===== src/rtl/adc_rd_pkg.sv =====
package adc_rd_pkg;
  localparam int DATA_W     = 12;
  localparam int SLOT_CLKS  = 16;
  localparam int LEAD_EDGES = 3;
  localparam int MAX_CH     = 6;
  localparam int SEL_W      = 3;
  localparam int CH_W       = 3;
  localparam int FRAME_MAX  = SLOT_CLKS * MAX_CH;
  localparam int CNT_W      = $clog2(FRAME_MAX + 1);

  typedef enum logic {ST_IDLE, ST_RUN} seq_state_t;

  function automatic logic [CH_W:0] chan_count(input logic [SEL_W-1:0] sel);
    if (int'(sel) >= MAX_CH - 1) return (CH_W+1)'(MAX_CH);
    return {1'b0, sel} + (CH_W+1)'(1);
  endfunction
endpackage


===== src/rtl/sck_gen.sv =====
module sck_gen #(
  parameter int HALF_CYC = 2
) (
  input  logic clk,
  input  logic rst_n,
  output logic sck_o,
  output logic rise_evt,
  output logic fall_evt
);
  localparam int DW = (HALF_CYC > 1) ? $clog2(HALF_CYC) : 1;

  logic [DW-1:0] div_q;
  logic          wrap;

  assign wrap     = (div_q == DW'(HALF_CYC - 1));
  assign rise_evt = wrap & ~sck_o;
  assign fall_evt = wrap & sck_o;

  always_ff @(posedge clk or negedge rst_n) begin
    if (!rst_n) begin
      div_q <= '0;
      sck_o <= 1'b0;
    end else if (wrap) begin
      div_q <= '0;
      sck_o <= ~sck_o;
    end else begin
      div_q <= div_q + DW'(1);
    end
  end


  sck_edge_src_chk: assert property (@(posedge clk) disable iff (!rst_n)
    (sck_o != $past(sck_o)) |-> ($past(rise_evt) || $past(fall_evt)));
endmodule


===== src/rtl/frame_seq.sv =====
module frame_seq
  import adc_rd_pkg::*;
(
  input  logic                 clk,
  input  logic                 rst_n,
  input  logic                 rise_evt,
  input  logic                 start_req,
  input  logic [SEL_W-1:0]     chan_sel,
  output logic                 conv_o,
  output logic                 busy,
  output logic [CNT_W-1:0]     edge_cnt,
  output logic [CH_W:0]        nch
);
  seq_state_t          state_q;
  logic [CNT_W-1:0]    end_cnt;

  assign end_cnt = CNT_W'(32'(nch) * SLOT_CLKS);
  assign busy    = (state_q == ST_RUN);

  always_ff @(posedge clk or negedge rst_n) begin
    if (!rst_n) begin
      state_q  <= ST_IDLE;
      conv_o   <= 1'b0;
      edge_cnt <= '0;
      nch      <= (CH_W+1)'(1);
    end else if (rise_evt) begin
      case (state_q)
        ST_IDLE: begin
          if (start_req) begin
            state_q  <= ST_RUN;
            conv_o   <= 1'b1;
            edge_cnt <= '0;
            nch      <= chan_count(chan_sel);
          end
        end
        default: begin
          conv_o <= 1'b0;
          if (edge_cnt + CNT_W'(1) == end_cnt) begin
            state_q  <= ST_IDLE;
            edge_cnt <= '0;
          end else begin
            edge_cnt <= edge_cnt + CNT_W'(1);
          end
        end
      endcase
    end
  end


  conv_one_period_chk: assert property (@(posedge clk) disable iff (!rst_n)
    (conv_o && rise_evt) |=> !conv_o);

  conv_from_idle_chk: assert property (@(posedge clk) disable iff (!rst_n)
    $rose(conv_o) |-> ($past(start_req) && $past(rise_evt) && !$past(busy)));

  nch_range_chk: assert property (@(posedge clk) disable iff (!rst_n)
    busy |-> (nch >= 1 && int'(nch) <= MAX_CH));
endmodule


===== src/rtl/word_capture.sv =====
module word_capture
  import adc_rd_pkg::*;
(
  input  logic                 clk,
  input  logic                 rst_n,
  input  logic                 fall_evt,
  input  logic                 busy,
  input  logic [CNT_W-1:0]     edge_cnt,
  input  logic                 sdo_i,
  output logic                 res_valid,
  output logic [CH_W-1:0]      res_chan,
  output logic [DATA_W-1:0]    res_data
);
  logic [CNT_W-1:0]  pos;
  logic [CNT_W-1:0]  bit_in_slot;
  logic [CNT_W-1:0]  slot_idx;
  logic              in_data;
  logic              last_bit;
  logic [DATA_W-1:0] shreg;
  logic [DATA_W-1:0] shreg_nxt;

  assign pos         = edge_cnt - CNT_W'(LEAD_EDGES);
  assign bit_in_slot = pos % CNT_W'(SLOT_CLKS);
  assign slot_idx    = pos / CNT_W'(SLOT_CLKS);
  assign in_data     = busy && (edge_cnt >= CNT_W'(LEAD_EDGES))
                       && (bit_in_slot < CNT_W'(DATA_W));
  assign last_bit    = (bit_in_slot == CNT_W'(DATA_W - 1));
  assign shreg_nxt   = {shreg[DATA_W-2:0], sdo_i};

  always_ff @(posedge clk or negedge rst_n) begin
    if (!rst_n) begin
      shreg     <= '0;
      res_valid <= 1'b0;
      res_chan  <= '0;
      res_data  <= '0;
    end else begin
      res_valid <= 1'b0;
      if (fall_evt && in_data) begin
        shreg <= shreg_nxt;
        if (last_bit) begin
          res_valid <= 1'b1;
          res_data  <= shreg_nxt;
          res_chan  <= CH_W'(slot_idx);
        end
      end
    end
  end


  strobe_single_chk: assert property (@(posedge clk) disable iff (!rst_n)
    res_valid |=> !res_valid);

  chan_bound_chk: assert property (@(posedge clk) disable iff (!rst_n)
    res_valid |-> (int'(res_chan) < MAX_CH));

  capture_on_fall_chk: assert property (@(posedge clk) disable iff (!rst_n)
    res_valid |-> ($past(fall_evt) && $past(busy)));
endmodule


===== src/rtl/adc_frame_reader.sv =====
module adc_frame_reader
  import adc_rd_pkg::*;
#(
  parameter int HALF_CYC = 2
) (
  input  logic              clk,
  input  logic              rst_n,
  input  logic              start_req,
  input  logic [2:0]        chan_sel,
  input  logic              sdo_i,
  output logic              conv_o,
  output logic              sck_o,
  output logic              res_valid,
  output logic [2:0]        res_chan,
  output logic [11:0]       res_data
);
  logic             rise_evt;
  logic             fall_evt;
  logic             busy;
  logic [CNT_W-1:0] edge_cnt;
  logic [CH_W:0]    nch;

  sck_gen #(.HALF_CYC(HALF_CYC)) u_sck (
    .clk(clk), .rst_n(rst_n), .sck_o(sck_o),
    .rise_evt(rise_evt), .fall_evt(fall_evt)
  );

  frame_seq u_seq (
    .clk(clk), .rst_n(rst_n), .rise_evt(rise_evt),
    .start_req(start_req), .chan_sel(chan_sel),
    .conv_o(conv_o), .busy(busy), .edge_cnt(edge_cnt), .nch(nch)
  );

  word_capture u_cap (
    .clk(clk), .rst_n(rst_n), .fall_evt(fall_evt), .busy(busy),
    .edge_cnt(edge_cnt), .sdo_i(sdo_i),
    .res_valid(res_valid), .res_chan(res_chan), .res_data(res_data)
  );


  reset_quiet_chk: assert property (@(posedge clk)
    !rst_n |-> (!conv_o && !sck_o && !res_valid));
endmodule


===== config.mk =====
export PLATFORM = sky130hd
export DESIGN_NAME = adc_frame_reader
export DESIGN_NICKNAME = d
export VERILOG_FILES = /design/src/rtl/adc_rd_pkg.sv /design/src/rtl/sck_gen.sv /design/src/rtl/frame_seq.sv /design/src/rtl/word_capture.sv /design/src/rtl/adc_frame_reader.sv
export SDC_FILE = /design/constraint.sdc
export NUM_CORES = 1
export LEC_CHECK = 0
export ABC_AREA = 0
export BUFFER_PORTS_ARGS = -buffer_cell sky130_fd_sc_hd__buf_2
export CORE_MARGIN = 10
export CORE_UTILIZATION = 51
export DETAILED_ROUTE_END_ITERATION = 12
export GPL_TIMING_DRIVEN = 0
export HOLD_SLACK_MARGIN = 0.06
export PLACE_DENSITY = 0.74
export SETUP_SLACK_MARGIN = 0.3
export SLEW_MARGIN = 20
export SYNTH_ARGS = -nofsm -noshare
export SYNTH_HDL_FRONTEND = slang
export SYNTH_HIERARCHICAL = 1
export SYNTH_SLANG_ARGS = --single-unit

===== constraint.sdc =====
create_clock -name clk -period 1.65 [get_ports clk]
set_clock_uncertainty 0.05 [all_clocks]
set_input_delay 0.33 -clock clk [delete_from_list [all_inputs] [get_ports clk]]
set_output_delay 0.33 -clock clk [all_outputs]
set_load 0.01 [all_outputs]

After elaboration in Yosys (flattened, before gate mapping). Cells that the tools add are included.

Add/subtract/negate cells: 4. $lt $le $gt $ge: 3. Equality and inequality tests: 2. Mux-type cells: 17. Bitwise gates (word level): 4. Reduce and logical (&&, ||, !) cells: 7.

Operators with widths (number): $mux 7 (3); $mux 1 (12); $add 7x1->7 const B (1); $eq 7x7->1 (1); $ge 7x2->1 const B (1); $sub 7x2->7 const B (1); $mux 3 (2); $eq 4x4->1 const B (1); $lt 4x4->1 const B (1); $reduce_and 2->1 (2); $add 3x1->3 const B (1); $ge 3x3->1 const B (1); $logic_and 1x1->1 (3); $reduce_and 3->1 (1); $and 1x1->1 (2); $not 1->1 (2); $reduce_bool 2->1 (1); $add 1x1->1 const B (1).

Register bits: 41. Input port bits: 7. Output and inout port bits: 18. Logic and storage cells: 47.

Longest topological paths before layout.
Depth after elaboration: 6. Gate-level depth with buffers: 6.

By module. Netlist, hierarchy kept.

Modules (own cells, without submodules): word_capture (instances 1, cells an instance 64, area an instance 1099.8 um2, seq. area each 675.6 um2); frame_seq (instances 1, cells an instance 94, area an instance 860.8 um2, seq. area each 326.6 um2); sck_gen (instances 1, cells an instance 6, area an instance 78.8 um2, seq. area each 50.0 um2).

Least setup slack after synthesis. OpenSTA, ideal clock, no wires.

Path kind: register to register. Start: register u_seq.edge_cnt[1]. End: register u_seq.edge_cnt[0]. Data arrival time: 1.502 ns. Required time: 1.470 ns. Slack: -0.032 ns. Cell stages (with the launch flop): 6. Buffers on the path: 0. Cells stage by stage: dfrtp_1 -> ha_1 -> nand2_1 -> or3_4 -> a221oi_2 -> a21oi_1.

Cells in the longest elaborated chain, start to end: 4.

RTL lines: from (decl) (RTL line frame_seq.sv:11) `output logic [CNT_W-1:0] edge_cnt,`; from (signal assigned) (RTL line frame_seq.sv:42) `edge_cnt <= edge_cnt + CNT_W'(1);`; $add 7x1->7 (RTL line frame_seq.sv:38) `if (edge_cnt + CNT_W'(1) == end_cnt) begin`; $eq 7x7->1 (RTL line frame_seq.sv:38); $mux 7 (RTL line frame_seq.sv:38); $mux 7 (RTL line frame_seq.sv:27) `case (state_q)`.

Every way passes these cells. A chain may end at the register's enable or synchronous reset.

Worst setup path after layout. Ends and elaborated chain as after synthesis.

==> results.tsv <==
stage	metric	value	unit
pwr	p_sw_frac	0.337	
setup_path	critPathKind	flop to flop	
placement	dp_slack	-11.8	ps
global_routing	grt_start_max_net_pins	42	
setup_path	crit_fanout	5	
cells_and_area	mostFrequentLayoutCells	dfrtp_1 (36), buf_2 (23), buf_4 (21), mux2_4 (21), buf_6 (16)	
cells_and_area	nFillCells	245	
global_routing	antenna_found_initial	0	
outcome	status	finished with violations	
setup_path	slowest_delay	450	ps
worst_hold_path	min_path_type	input pin to async pin	
job	maxCapViolCount	0	
setup_path	arrival	1780	ps
route	via_per_inst	5.72	
cells_and_area	syn_to_final_growth	39.4	%
pwr	power.share.combinational	0.414	
placement	place.gp.congestion	0.820	
pwr	power_frac_seq	0.362	
timing	tightest_slew	886	ps
placement	placed_cells	234	
cells_and_area	mostFrequentLayoutCell	dfrtp_1	
global_routing	grt-ovfl-total	0	
synth	synth_area	0.00201	mm²
placement	io_buffers	24	
clock_network	clkSlewWorstSetupHoldPaths	80	ps
clock_network	cts_buffers	5	
cells_and_area	multi_input_area	0.00105	mm²
global_routing	grt_pass1_vias	1627	
timing	setup_viol	2	
timing	rsz0062_at_grt	yes	
synth	ys_warn_count	6	
timing	drv_slew	0	
die	die_y	82.8	µm
pwr	switchingPower	1460	µW
timing	timing.hold.ws	95.5	ps
cells_and_area	n_antenna_cell	0	
die	coreArea	0.00374	mm²
global_routing	gr-usage-all-layers	0.157	
clock_network	clock_latency	300	ps
setup_path	reg2reg_to	u_seq/edge_cnt[0]	
die	num_io_pins	25	
synth	synth_area_per_cell	12.4	µm²
timing	final_hold_viol_count	0	
die	die_w	82.8	µm
placement	dp_hpwl	2.82	mm
clock_network	tritoncts	yes	
cells_and_area	drive_gt1_frac	0.571	
synth	synthCells	162	
die	start_util	0.536	
clock_network	clock_sinks	41	
route	drc	0	
cells_and_area	seq_area	0.00103	mm²
clock_network	cts-root-buf	clkbuf_8	
setup_path	crit_path_cell_trace	ha_4 -> nand2_4 -> or3_4 -> a221oi_4 -> a21oi_2	
route	wl	5.26	mm
route	wl_per_cell	19.2	µm
timing	fin_crit	1650	ps
clock_network	cts-root-to-sink-buffers	2	
global_routing	grt_pass1_wl	8.09	mm
setup_path	r2r-start	u_seq/edge_cnt[1]	
cells_and_area	finalInstanceArea	0.00280	mm²
pwr	p_leak	0.00132	µW
cells_and_area	final_cells	274	
pwr	internal_power	2870	µW
timing	slew_headroom	0.409	
cells_and_area	fin_nets	235	
pwr	peakVddDrop	0.000782	V
route	first_pass_iters	4	
setup_path	path_buf_inv	0	
setup_path	r2r_setup_slack	-2	ps
setup_path	crit_path_start_kind	flop	
clock_network	cts.htree.levels	2	
synth	synth.net_count	172	
route	first_iter_violations	86	
setup_path	cp-end-kind	flop	
setup_path	worstPathRequired	1780	ps
setup_path	r2r_cells	5	
timing	fin_ws	-1.50	ps
outcome	violations	negative setup slack	
setup_path	cpLargestDelayFamily	simple AND/OR/NAND/NOR gates	
route	vias	1567	
setup_path	cp_slowest_cell	dfrtp_2	
pwr	p_per_area	1550	mW/mm²
pwr	pwr-share-clk	0.224	
route	ant_nets	0	
die	die_area	0.00685	mm²
timing	fin_crit_sh	1.00	
placement	dpl_cell_area	0.00223	mm²
die	num_rows	22	
timing	fmax	606	MHz
[routing by layer]
metal  part of all wire  routed length, µm  track usage
met1               0.40               2120        0.175
met3              0.065                343       0.0508
met4              0.018                 97       0.0920
met2               0.51               2690        0.258
met5                  0                  0            0
[sequential cells by signal, indices dropped and copies added (netlist names), 3 cells and up]
| register | flops |
|---|---|
| u_cap/shreg | 11 |
| u_cap/res_chan | 3 |
| u_seq/edge_cnt | 7 |
| u_seq/nch | 3 |
| u_cap/res_data | 12 |
[worst max-delay path by stage]
stage,from,endpoint,depth (start not counted)
floorplan,u_seq/edge_cnt[1],u_seq/edge_cnt[0],5
global placement,u_seq/edge_cnt[1],u_seq/edge_cnt[0],5
detailed placement,u_seq/edge_cnt[0],u_cap/res_data[2],4
CTS,u_seq/edge_cnt[2],u_seq/edge_cnt[0],5
global route,u_seq/edge_cnt[2],u_seq/edge_cnt[0],5
finish,u_seq/edge_cnt[1],u_seq/edge_cnt[0],5
[power groups by stage]
stage	logic, µW	registers [µW]	clock network [µW]
floorplan	899	1570	0
global placement	1210	1540	0
CTS	1540	1550	998
detailed placement	1260	1570	0
finish	1790	1570	969
global route	1910	1610	1050
[stage by stage]
stage | TNS [ps] | utilization | total power [µW]
final | -1.96 | 0.748 | 4330
after global routing | -163 | 0.748 | 4570
after CTS | 0 | 0.705 | 4090
after detailed placement | -23.2 | 0.595 | 2830
after global placement | 0 | 0.595 | 2750
after floorplan | 0 | - | 2470
[final cells by class]
class                      instances  share of cell area
buffer                             7              0.0317
tap                               48              0.0214
timing repair buffer              56               0.147
sequential                        41               0.369
inverter                           4             0.00536
clock inverter                     3              0.0246
multi-input combinational        110               0.377
clock buffer                       5              0.0246
[repair_timing]
item,in CTS,in global routing
buffers inserted,22,9
setup endpoints to repair,33,39
gates resized for setup,29,24
cloned,1,0
hold buffers,0,0
pin swaps,9,12
No activity file was read; power rests on OpenSTA's default activity.
